$ cat config.mk
export PLATFORM = sky130hd
export DESIGN_NAME = errcap_top
export DESIGN_NICKNAME = d
export VERILOG_FILES = /design/src/rtl/errcap_pkg.sv /design/src/rtl/errcap_ctrl.sv /design/src/rtl/errcap_dp.sv /design/src/rtl/errcap_top.sv
export SDC_FILE = /design/constraint.sdc
export NUM_CORES = 1
export LEC_CHECK = 0
export BUFFER_PORTS_ARGS = -buffer_cell sky130_fd_sc_hd__clkbuf_2
export CORE_MARGIN = 10
export CORE_UTILIZATION = 35
export CTS_BUF_LIST = sky130_fd_sc_hd__clkbuf_2
export CTS_CLUSTER_DIAMETER = 150
export DETAILED_ROUTE_END_ITERATION = 16
export GPL_ROUTABILITY_DRIVEN = 0
export PLACE_DENSITY = 0.53
export SLEW_MARGIN = 20
export SYNTH_ARGS = -nofsm -noshare
export SYNTH_HDL_FRONTEND = slang
export SYNTH_SLANG_ARGS = --single-unit
export TNS_END_PERCENT = 50
$ cat constraint.sdc
create_clock -name clk -period 4.4 [get_ports clk]
set_clock_uncertainty 0.1 [all_clocks]
set_input_delay 0.44 -clock clk [delete_from_list [all_inputs] [get_ports clk]]
set_output_delay 0.44 -clock clk [all_outputs]
set_load 0.01 [all_outputs]
$ cat src/rtl/errcap_pkg.sv
package errcap_pkg;
  localparam int REG_W   = 64;
  localparam int NUM_CLS = 3;
  localparam int SEL_W   = 3;

  typedef enum logic [1:0] {
    CLS_UE  = 2'd0,
    CLS_CE  = 2'd1,
    CLS_BUS = 2'd2
  } cls_e;

  localparam logic [SEL_W-1:0] SEL_ECC_CTL = 3'd6;
  localparam logic [SEL_W-1:0] SEL_BUS_CTL = 3'd7;

  typedef struct packed {
    logic       capture;
    logic [2:0] setPrim;
    logic [2:0] setSec;
    logic [2:0] clrPrim;
    logic [2:0] clrSec;
  } cls_strobe_t;

  typedef struct packed {
    cls_strobe_t [NUM_CLS-1:0] cls;
    logic                      wrEcc;
    logic                      wrBus;
  } strobe_t;
endpackage

$ cat src/rtl/errcap_ctrl.sv
module errcap_ctrl
  import errcap_pkg::*;
(
  input  logic                          evtValid,
  input  logic [1:0]                    evtClass,
  input  logic [1:0]                    evtCause,
  input  logic                          regWrEn,
  input  logic [SEL_W-1:0]              regSel,
  input  logic [5:0]                    wrCause,
  input  logic [NUM_CLS-1:0][2:0]       primNow,
  input  logic                          eccChkEn,
  output strobe_t                       strb
);
  logic       evtOk;
  logic [2:0] causeVec;

  always_comb begin
    evtOk = evtValid && (evtClass != 2'd3) && (evtCause != 2'd3) &&
            ((evtClass == CLS_BUS) || eccChkEn);
    causeVec = 3'b100 >> evtCause;
  end

  always_comb begin
    logic statWr;
    strb = '0;
    for (int c = 0; c < NUM_CLS; c++) begin
      statWr = regWrEn && (regSel == SEL_W'(2 * c));
      if (statWr) begin
        strb.cls[c].clrPrim = wrCause[5:3];
        strb.cls[c].clrSec  = wrCause[2:0];
      end
      if (evtOk && (evtClass == 2'(c))) begin
        // primary slot judged after this cycle's clear: event beats clear
        if ((primNow[c] & ~strb.cls[c].clrPrim) == 3'b000) begin
          strb.cls[c].capture = 1'b1;
          strb.cls[c].setPrim = causeVec;
        end else begin
          strb.cls[c].setSec = causeVec;
        end
      end
    end
    strb.wrEcc = regWrEn && (regSel == SEL_ECC_CTL);
    strb.wrBus = regWrEn && (regSel == SEL_BUS_CTL);
  end
endmodule

$ cat src/rtl/errcap_dp.sv
module errcap_dp
  import errcap_pkg::*;
#(
  parameter int ADDR_W = 64
)(
  input  logic                          clk,
  input  logic                          rstN,
  input  strobe_t                       strb,
  input  logic [ADDR_W-1:0]             evtAddr,
  input  logic [2:0]                    evtSize,
  input  logic [4:0]                    evtMid,
  input  logic [2:0]                    evtDoff,
  input  logic [7:0]                    evtSynd,
  input  logic                          evtRead,
  input  logic [2:0]                    wrEccBits,
  input  logic                          wrBusBit,
  input  logic [SEL_W-1:0]              regSel,
  output logic [REG_W-1:0]              regRdData,
  output logic [NUM_CLS-1:0][REG_W-1:0] statNow,
  output logic [NUM_CLS-1:0][ADDR_W-1:0] capAddr,
  output logic                          eccChkEn,
  output logic [NUM_CLS-1:0]            irqVec
);
  logic [2:0] eccCtlQ;
  logic       busEnQ;

  for (genvar g = 0; g < NUM_CLS; g++) begin : gCls
    cls_strobe_t       s;
    logic [2:0]        primQ, secQ, sizeQ;
    logic [4:0]        midQ;
    logic [ADDR_W-1:0] addrQ;
    logic [REG_W-1:0]  base, extra;

    assign s = strb.cls[g];

    always_ff @(posedge clk or negedge rstN) begin
      if (!rstN) begin
        primQ <= '0;
        secQ  <= '0;
        sizeQ <= '0;
        midQ  <= '0;
        addrQ <= '0;
      end else begin
        primQ <= (primQ & ~s.clrPrim) | s.setPrim;
        secQ  <= (secQ & ~s.clrSec) | s.setSec;
        if (s.capture) begin
          sizeQ <= evtSize;
          midQ  <= evtMid;
          addrQ <= evtAddr;
        end
      end
    end

    always_comb begin
      base = '0;
      base[63:61] = primQ;
      base[60:58] = secQ;
      base[44:42] = sizeQ;
      base[41:37] = midQ;
    end

    if (g == int'(CLS_BUS)) begin : gBus
      logic rdQ;
      always_ff @(posedge clk or negedge rstN) begin
        if (!rstN)          rdQ <= 1'b0;
        else if (s.capture) rdQ <= evtRead;
      end
      always_comb begin
        extra = '0;
        extra[47] = rdQ;
      end
    end else begin : gEcc
      logic [2:0] doffQ;
      always_ff @(posedge clk or negedge rstN) begin
        if (!rstN)          doffQ <= '0;
        else if (s.capture) doffQ <= evtDoff;
      end
      if (g == int'(CLS_CE)) begin : gSynd
        logic [7:0] syndQ;
        always_ff @(posedge clk or negedge rstN) begin
          if (!rstN)          syndQ <= '0;
          else if (s.capture) syndQ <= evtSynd;
        end
        always_comb begin
          extra = '0;
          extra[47:45] = doffQ;
          extra[55:48] = syndQ;
        end
      end else begin : gNoSynd
        always_comb begin
          extra = '0;
          extra[47:45] = doffQ;
        end
      end
    end

    assign statNow[g] = base | extra;
    assign capAddr[g] = addrQ;
  end

  always_ff @(posedge clk or negedge rstN) begin
    if (!rstN) begin
      eccCtlQ <= '0;
      busEnQ  <= 1'b0;
    end else begin
      if (strb.wrEcc) eccCtlQ <= wrEccBits;
      if (strb.wrBus) busEnQ  <= wrBusBit;
    end
  end

  assign eccChkEn = eccCtlQ[2];
  assign irqVec[0] = (|statNow[0][63:61]) && eccCtlQ[1];
  assign irqVec[1] = (|statNow[1][63:61]) && eccCtlQ[0];
  assign irqVec[2] = (|statNow[2][63:61]) && busEnQ;

  always_comb begin
    regRdData = '0;
    case (regSel)
      3'd0:        regRdData = statNow[0];
      3'd1:        regRdData = REG_W'(capAddr[0]);
      3'd2:        regRdData = statNow[1];
      3'd3:        regRdData = REG_W'(capAddr[1]);
      3'd4:        regRdData = statNow[2];
      3'd5:        regRdData = REG_W'(capAddr[2]);
      SEL_ECC_CTL: regRdData[63:61] = eccCtlQ;
      default:     regRdData[8] = busEnQ;
    endcase
  end
endmodule

$ cat src/rtl/errcap_top.sv
module errcap_top
  import errcap_pkg::*;
#(
  parameter int ADDR_W = 64
)(
  input  logic              clk,
  input  logic              rstN,
  input  logic              evtValid,
  input  logic [1:0]        evtClass,
  input  logic [1:0]        evtCause,
  input  logic [ADDR_W-1:0] evtAddr,
  input  logic [2:0]        evtSize,
  input  logic [4:0]        evtMid,
  input  logic [2:0]        evtDoff,
  input  logic [7:0]        evtSynd,
  input  logic              evtRead,
  input  logic              regWrEn,
  input  logic [2:0]        regSel,
  input  logic [63:0]       regWrData,
  output logic [63:0]       regRdData,
  output logic              irqUe,
  output logic              irqCe,
  output logic              irqBus
);
  strobe_t                        strb;
  logic [NUM_CLS-1:0][REG_W-1:0]  statNow;
  logic [NUM_CLS-1:0][ADDR_W-1:0] capAddr;
  logic [NUM_CLS-1:0][2:0]        primNow;
  logic [NUM_CLS-1:0]             irqVec;
  logic                           eccChkEn;
  logic                           unusedWrBits;

  assign unusedWrBits = ^{regWrData[57:9], regWrData[7:0]};

  for (genvar g = 0; g < NUM_CLS; g++) begin : gPrim
    assign primNow[g] = statNow[g][63:61];
  end

  errcap_ctrl u_ctrl (
    .evtValid (evtValid),
    .evtClass (evtClass),
    .evtCause (evtCause),
    .regWrEn  (regWrEn),
    .regSel   (regSel),
    .wrCause  (regWrData[63:58]),
    .primNow  (primNow),
    .eccChkEn (eccChkEn),
    .strb     (strb)
  );

  errcap_dp #(.ADDR_W(ADDR_W)) u_dp (
    .clk       (clk),
    .rstN      (rstN),
    .strb      (strb),
    .evtAddr   (evtAddr),
    .evtSize   (evtSize),
    .evtMid    (evtMid),
    .evtDoff   (evtDoff),
    .evtSynd   (evtSynd),
    .evtRead   (evtRead),
    .wrEccBits (regWrData[63:61]),
    .wrBusBit  (regWrData[8]),
    .regSel    (regSel),
    .regRdData (regRdData),
    .statNow   (statNow),
    .capAddr   (capAddr),
    .eccChkEn  (eccChkEn),
    .irqVec    (irqVec)
  );

  assign irqUe  = irqVec[0];
  assign irqCe  = irqVec[1];
  assign irqBus = irqVec[2];
endmodule

### Word-level counts from Yosys, hierarchy flattened

Cells that the tools add are included.

| storage, ports and cells | value |
|---|---|
| input bits | 159 |
| bits in registers | 253 |

| operators by class | value |
|---|---|
| bitwise operators | 24 |
| muxes and demuxes | 16 |
| equality and inequality tests | 11 |
| shift operators | 1 |
| reduce and logical (&&, ||, !) cells | 23 |

Operator list:

| operator | count |
|---|---|
| 52-bit one-hot mux with 6 select lines | 1 |
| 64-bit by 48-bit OR with 64-bit output | 2 |
| 64-bit by 56-bit OR with 64-bit output | 1 |
| 8-bit one-hot mux with 6 select lines | 1 |
| 3-bit bitwise AND | 9 |
| 7-bit two-way mux | 3 |
| 3-bit one-hot mux with 7 select lines | 1 |
| 6-bit two-way mux | 3 |
| 3-bit inverter | 6 |
| 3-bit OR | 6 |
| 1-bit logical AND | 14 |
| 3-bit == test (second input constant) | 4 |
| 3-bit logical NOT | 4 |
| 4-bit two-way mux | 3 |
| 3-bit two-way mux | 3 |
| 3-bit OR reduction | 3 |
| 1-bit one-hot mux with 7 select lines | 1 |
| 3-bit by 2-bit == test with 1-bit output (second input constant) | 2 |
| 2-bit != test (second input constant) | 2 |
| 3-bit by 1-bit == test with 1-bit output (second input constant) | 1 |
| 3-bit by 2-bit >> shifter with 3-bit output (first input constant) | 1 |
| 2-bit by 1-bit == test with 1-bit output (second input constant) | 1 |
| 2-bit == test (second input constant) | 1 |
| 2-bit logical NOT | 1 |
| 1-bit logical OR | 1 |

### Depth between registers and ports, before layout

| depth | value |
|---|---|
| depth after elaboration | 9 |
| depth in mapped cells | 8 |
| mapped depth without buffers | 4 |

### Modules after synthesis

A second synthesis with hierarchy kept.

| second synthesis, totals | value |
|---|---|
| cells, all modules | 1083 |
| area, all modules | 13073.8 um2 |

By module, submodules not included:

| module | area each (um2) | times used | cells an instance |
|---|---|---|---|
| errcap_dp | 12630.9 | 1 | 1015 |
| errcap_ctrl | 442.9 | 1 | 68 |

### Least setup slack after synthesis

OpenSTA, ideal clock, no wires.

| timing | value |
|---|---|
| kind | in2out |
| start point | input port regSel[2] |
| end point | output port regRdData[39] |
| cell stages on the path | 6 |
| slack | 2.214 ns |
| arrival | 1.646 ns |
| path buffers | 4 |
| cells stage by stage | buf_2 > buf_1 > buf_2 > clkbuf_1 > nand3_1 > o221ai_1 |

| on the way | value |
|---|---|
| cells in the longest elaborated chain, start to end | 2 |
| elaborated cells between the ends (all ways) | 7 |
| those cells by class | eq/ne (5); mux (1); reduce/logical (1) |

Ends and longest elaborated chain:

| element | line | text |
|---|---|---|
| from (decl) | errcap_top.sv:18 | `input logic [2:0] regSel,` |
| 3-bit == test (tied with other cells) | errcap_dp.sv:118 | `case (regSel)` |
| 52-bit one-hot mux with 6 select lines * | errcap_dp.sv:118 |  |
| to (decl) | errcap_top.sv:20 | `output logic [63:0] regRdData,` |

Every way passes the cells marked *; elsewhere a longest branch is shown, timed or not.

### Worst setup path after layout

| timing | value |
|---|---|
| start point | input port regSel[2] |
| end point | output port regRdData[22] |

Same word-level chain as after synthesis.

==> results.yml <==
status:
  status: "finished clean"
synthesis:
  yosysSeqAreaShare: 0.527
  syn-cell-area_um2: 12000
  ys_warn_count: 0
  synth_edf_count: 0
  async_flop_share: 1.00
  synthFlopType: "dfrtp_1"
  synth_area_leaders: "dfrtp_1, mux2_1, mux2_4"
  ys_types: 41
  synth_top_area_share: 0.527
  syn_nets: 1076
  avgSynthCellArea_um2: 13.1
  syn-instance-count: 917
  ys_ff_latch: 253
  yosysTopAreaCell: "dfrtp_1"
power:
  p_leak_nw: 7.37
  total_power_mw: 7.23
  peakVddDrop_v: 0.000265
  powerDensity_nw_per_um2: 482
worst_setup_path:
  crit_type: "input port to output port"
  worstPathRequired_ps: 3860
  crit_family: "buffers and inverters"
  worstPathMaxFanout: 40
  crit_path_start_kind: "input port"
  cp.arrival_ps: 2760
  slowest_delay_ps: 680
  cp-startpoint: "regSel[2]"
  r2r_slack_ps: 2110
  rr_startpoint: "u_dp.gCls[2].primQ[2]$_DFF_PN0_"
  cp_num_buf_inv: 4
  crit_path_frequent_cell: "buf_4"
  slowest_stage: "buf_4"
  critical_path.cell_chain: "buf_4 -> buf_4 -> buf_4 -> mux2i_1 -> o21ai_0 -> and2_1 -> clkbuf_2"
  end_kind: "output port"
job:
  maxCapViolations: 0
drt:
  num_vias: 8561
  drtAntennaViolNets: 0
  drc_errors: 0
  wirelength_um: 33100
  first_pass_iters: 5
  wl_per_cell_um: 19.1
  avgViaCountPerCell: 4.96
  drt_iter0_drc: 416
die:
  ios: 226
  rows: 67
  fp.dieH_um: 205
  die_width_um: 205
  fp.coreArea_um2: 33700
  dieArea_um2: 42100
  initial_core_util: 0.356
sta:
  slew_headroom: 0.296
  final_max_slew_viol_count: 0
  final.setup.tns_ps: 0
  worst_pin_slew_ps: 1050
  max_freq_ghz: 0.303
  period_share: 0.749
  period_needed_ps: 3300
  hold_violations: 0
  rsz0062_at_grt: "no"
  finalWorstSetupSlack_ps: 1100
  setup_viol: 0
cts:
  clock_path_buffers: 3
  tritoncts: "done"
  htreeDepth: 3
  cts_resized: 0
  cts_inserted_buffers: 74
  cts_root_buffer: "clkbuf_2"
  clk_pin_slew_ps: 90
  insertion_delay_ps: 880
  cts.sinks: 253
grt:
  grt_pass1_wl_um: 53300
  grt_max_degree: 111
  grt_pass1_vias: 9608
  grt_use_total: 0.160
  overflow: 0
  antenna_found_initial: 5
cells_and_area:
  mostFrequentLayoutCells: "clkbuf_2, dfrtp_1, mux2_1, dlygate4sd3_1, nand2_1"
  layout.nets: 1384
  final_common_cell: "clkbuf_2"
  n_fill_cell: 3204
  fin_area_um2: 15000
  area_growth_pct: 24.8
  fin_cells: 1727
  drive_above_1_share: 0.291
placed_design:
  dp_hpwl_um: 20200
  dp_slack_ps: 1090
  dpl.cell_count: 1485
  port_buffers: 168
  dpl-instance-area_um2: 13200
hold_path:
  hp-class: "input port to asynchronous set/reset pin"
-- cell usage after synthesis (6+ instances only) --
cell        n
a21oi_1     9
nand4_1     6
buf_4       9
clkbuf_1   23
nand2_1    67
mux2_4     50
mux2_2     13
a32o_1      9
a22oi_1    13
nor2b_1     9
o221ai_1    7
buf_6      12
mux4_2      6
nor2_1     11
o22ai_1     6
mux2i_1    59
mux2_1    181
buf_2      14
buf_1       6
o21ai_0    56
inv_1       8
dfrtp_1   253
and2_1     40
nand3_1    13
a22o_1      8
-- power by group --
part	total (mW)	switching (mW)	internal, mW
Clock	1.67	1.04	0.632
Combinational	1.89	0.782	1.11
Sequential	3.67	0.448	3.23
Total	7.23	2.27	4.96
-- final cells by class --
cell class | count | area (um^2) | area share
Inverter | 8 | 30.0 | 0.00200
Clock buffer | 103 | 515 | 0.0344
Tap cell | 448 | 561 | 0.0374
Multi-Input combinational cell | 592 | 5280 | 0.352
Antenna cell | 6 | 15.0 | 0.00100
Sequential cell | 253 | 6330 | 0.422
Timing Repair Buffer | 296 | 2160 | 0.144
Clock inverter | 21 | 97.6 | 0.00651
-- stage by stage --
stage	util	hold WS, ps
after floorplan	-	44.4
after global placement	0.393	362
after detailed placement	0.393	371
after CTS	0.444	8.81
after global routing	0.445	35.4
final	0.445	104
-- repair_timing --
item,in CTS,in global routing
buffers inserted,0,0
hold buffers,112,0
hold endpoints to repair,361,0
-- state kept, by name (all words and copies together), names as in the netlist --
signal                      flops
u_dp.busEnQ                     1
u_dp.eccCtlQ                    3
u_dp.gCls.addrQ               192
u_dp.gCls.gBus.rdQ              1
u_dp.gCls.gEcc.doffQ            6
u_dp.gCls.gEcc.gSynd.syndQ      8
u_dp.gCls.midQ                 15
u_dp.gCls.primQ                 9
u_dp.gCls.secQ                  9
u_dp.gCls.sizeQ                 9
-- per-layer routing --
metal | track usage | routed length [um] | up-vias
li1 | - | - | 3965
met1 | 0.211 | 15600 | 4316
met2 | 0.247 | 15000 | 234
met3 | 0.0475 | 1990 | 46
met4 | 0.0509 | 513 | 0
met5 | 0 | 0 | -
-- kinds of logic after synthesis --
logic type / Yosys count / share of synthesized area
compound gates: 124 / 0.0667
buf+inv: 72 / 0.0343
flops: 253 / 0.527
mux: 309 / 0.305
simple gates: 159 / 0.0671
-- final timing paths --
check / end / cells past startpoint
max: regRdData[22] / 7
min: u_dp.gCls[0].addrQ[28]$_DFFE_PN0P_ / 2
max reg2reg: u_dp.gCls[2].gBus.rdQ$_DFFE_PN0P_ / 4
min reg2reg: u_dp.gCls[2].addrQ[30]$_DFFE_PN0P_ / 1
max in group asynchronous: u_dp.gCls[1].gEcc.gSynd.syndQ[7]$_DFFE_PN0P_ / 3
min in group clk: u_dp.gCls[1].gEcc.doffQ[1]$_DFFE_PN0P_ / 3
Note: power is estimated with default switching activity, not from simulation.
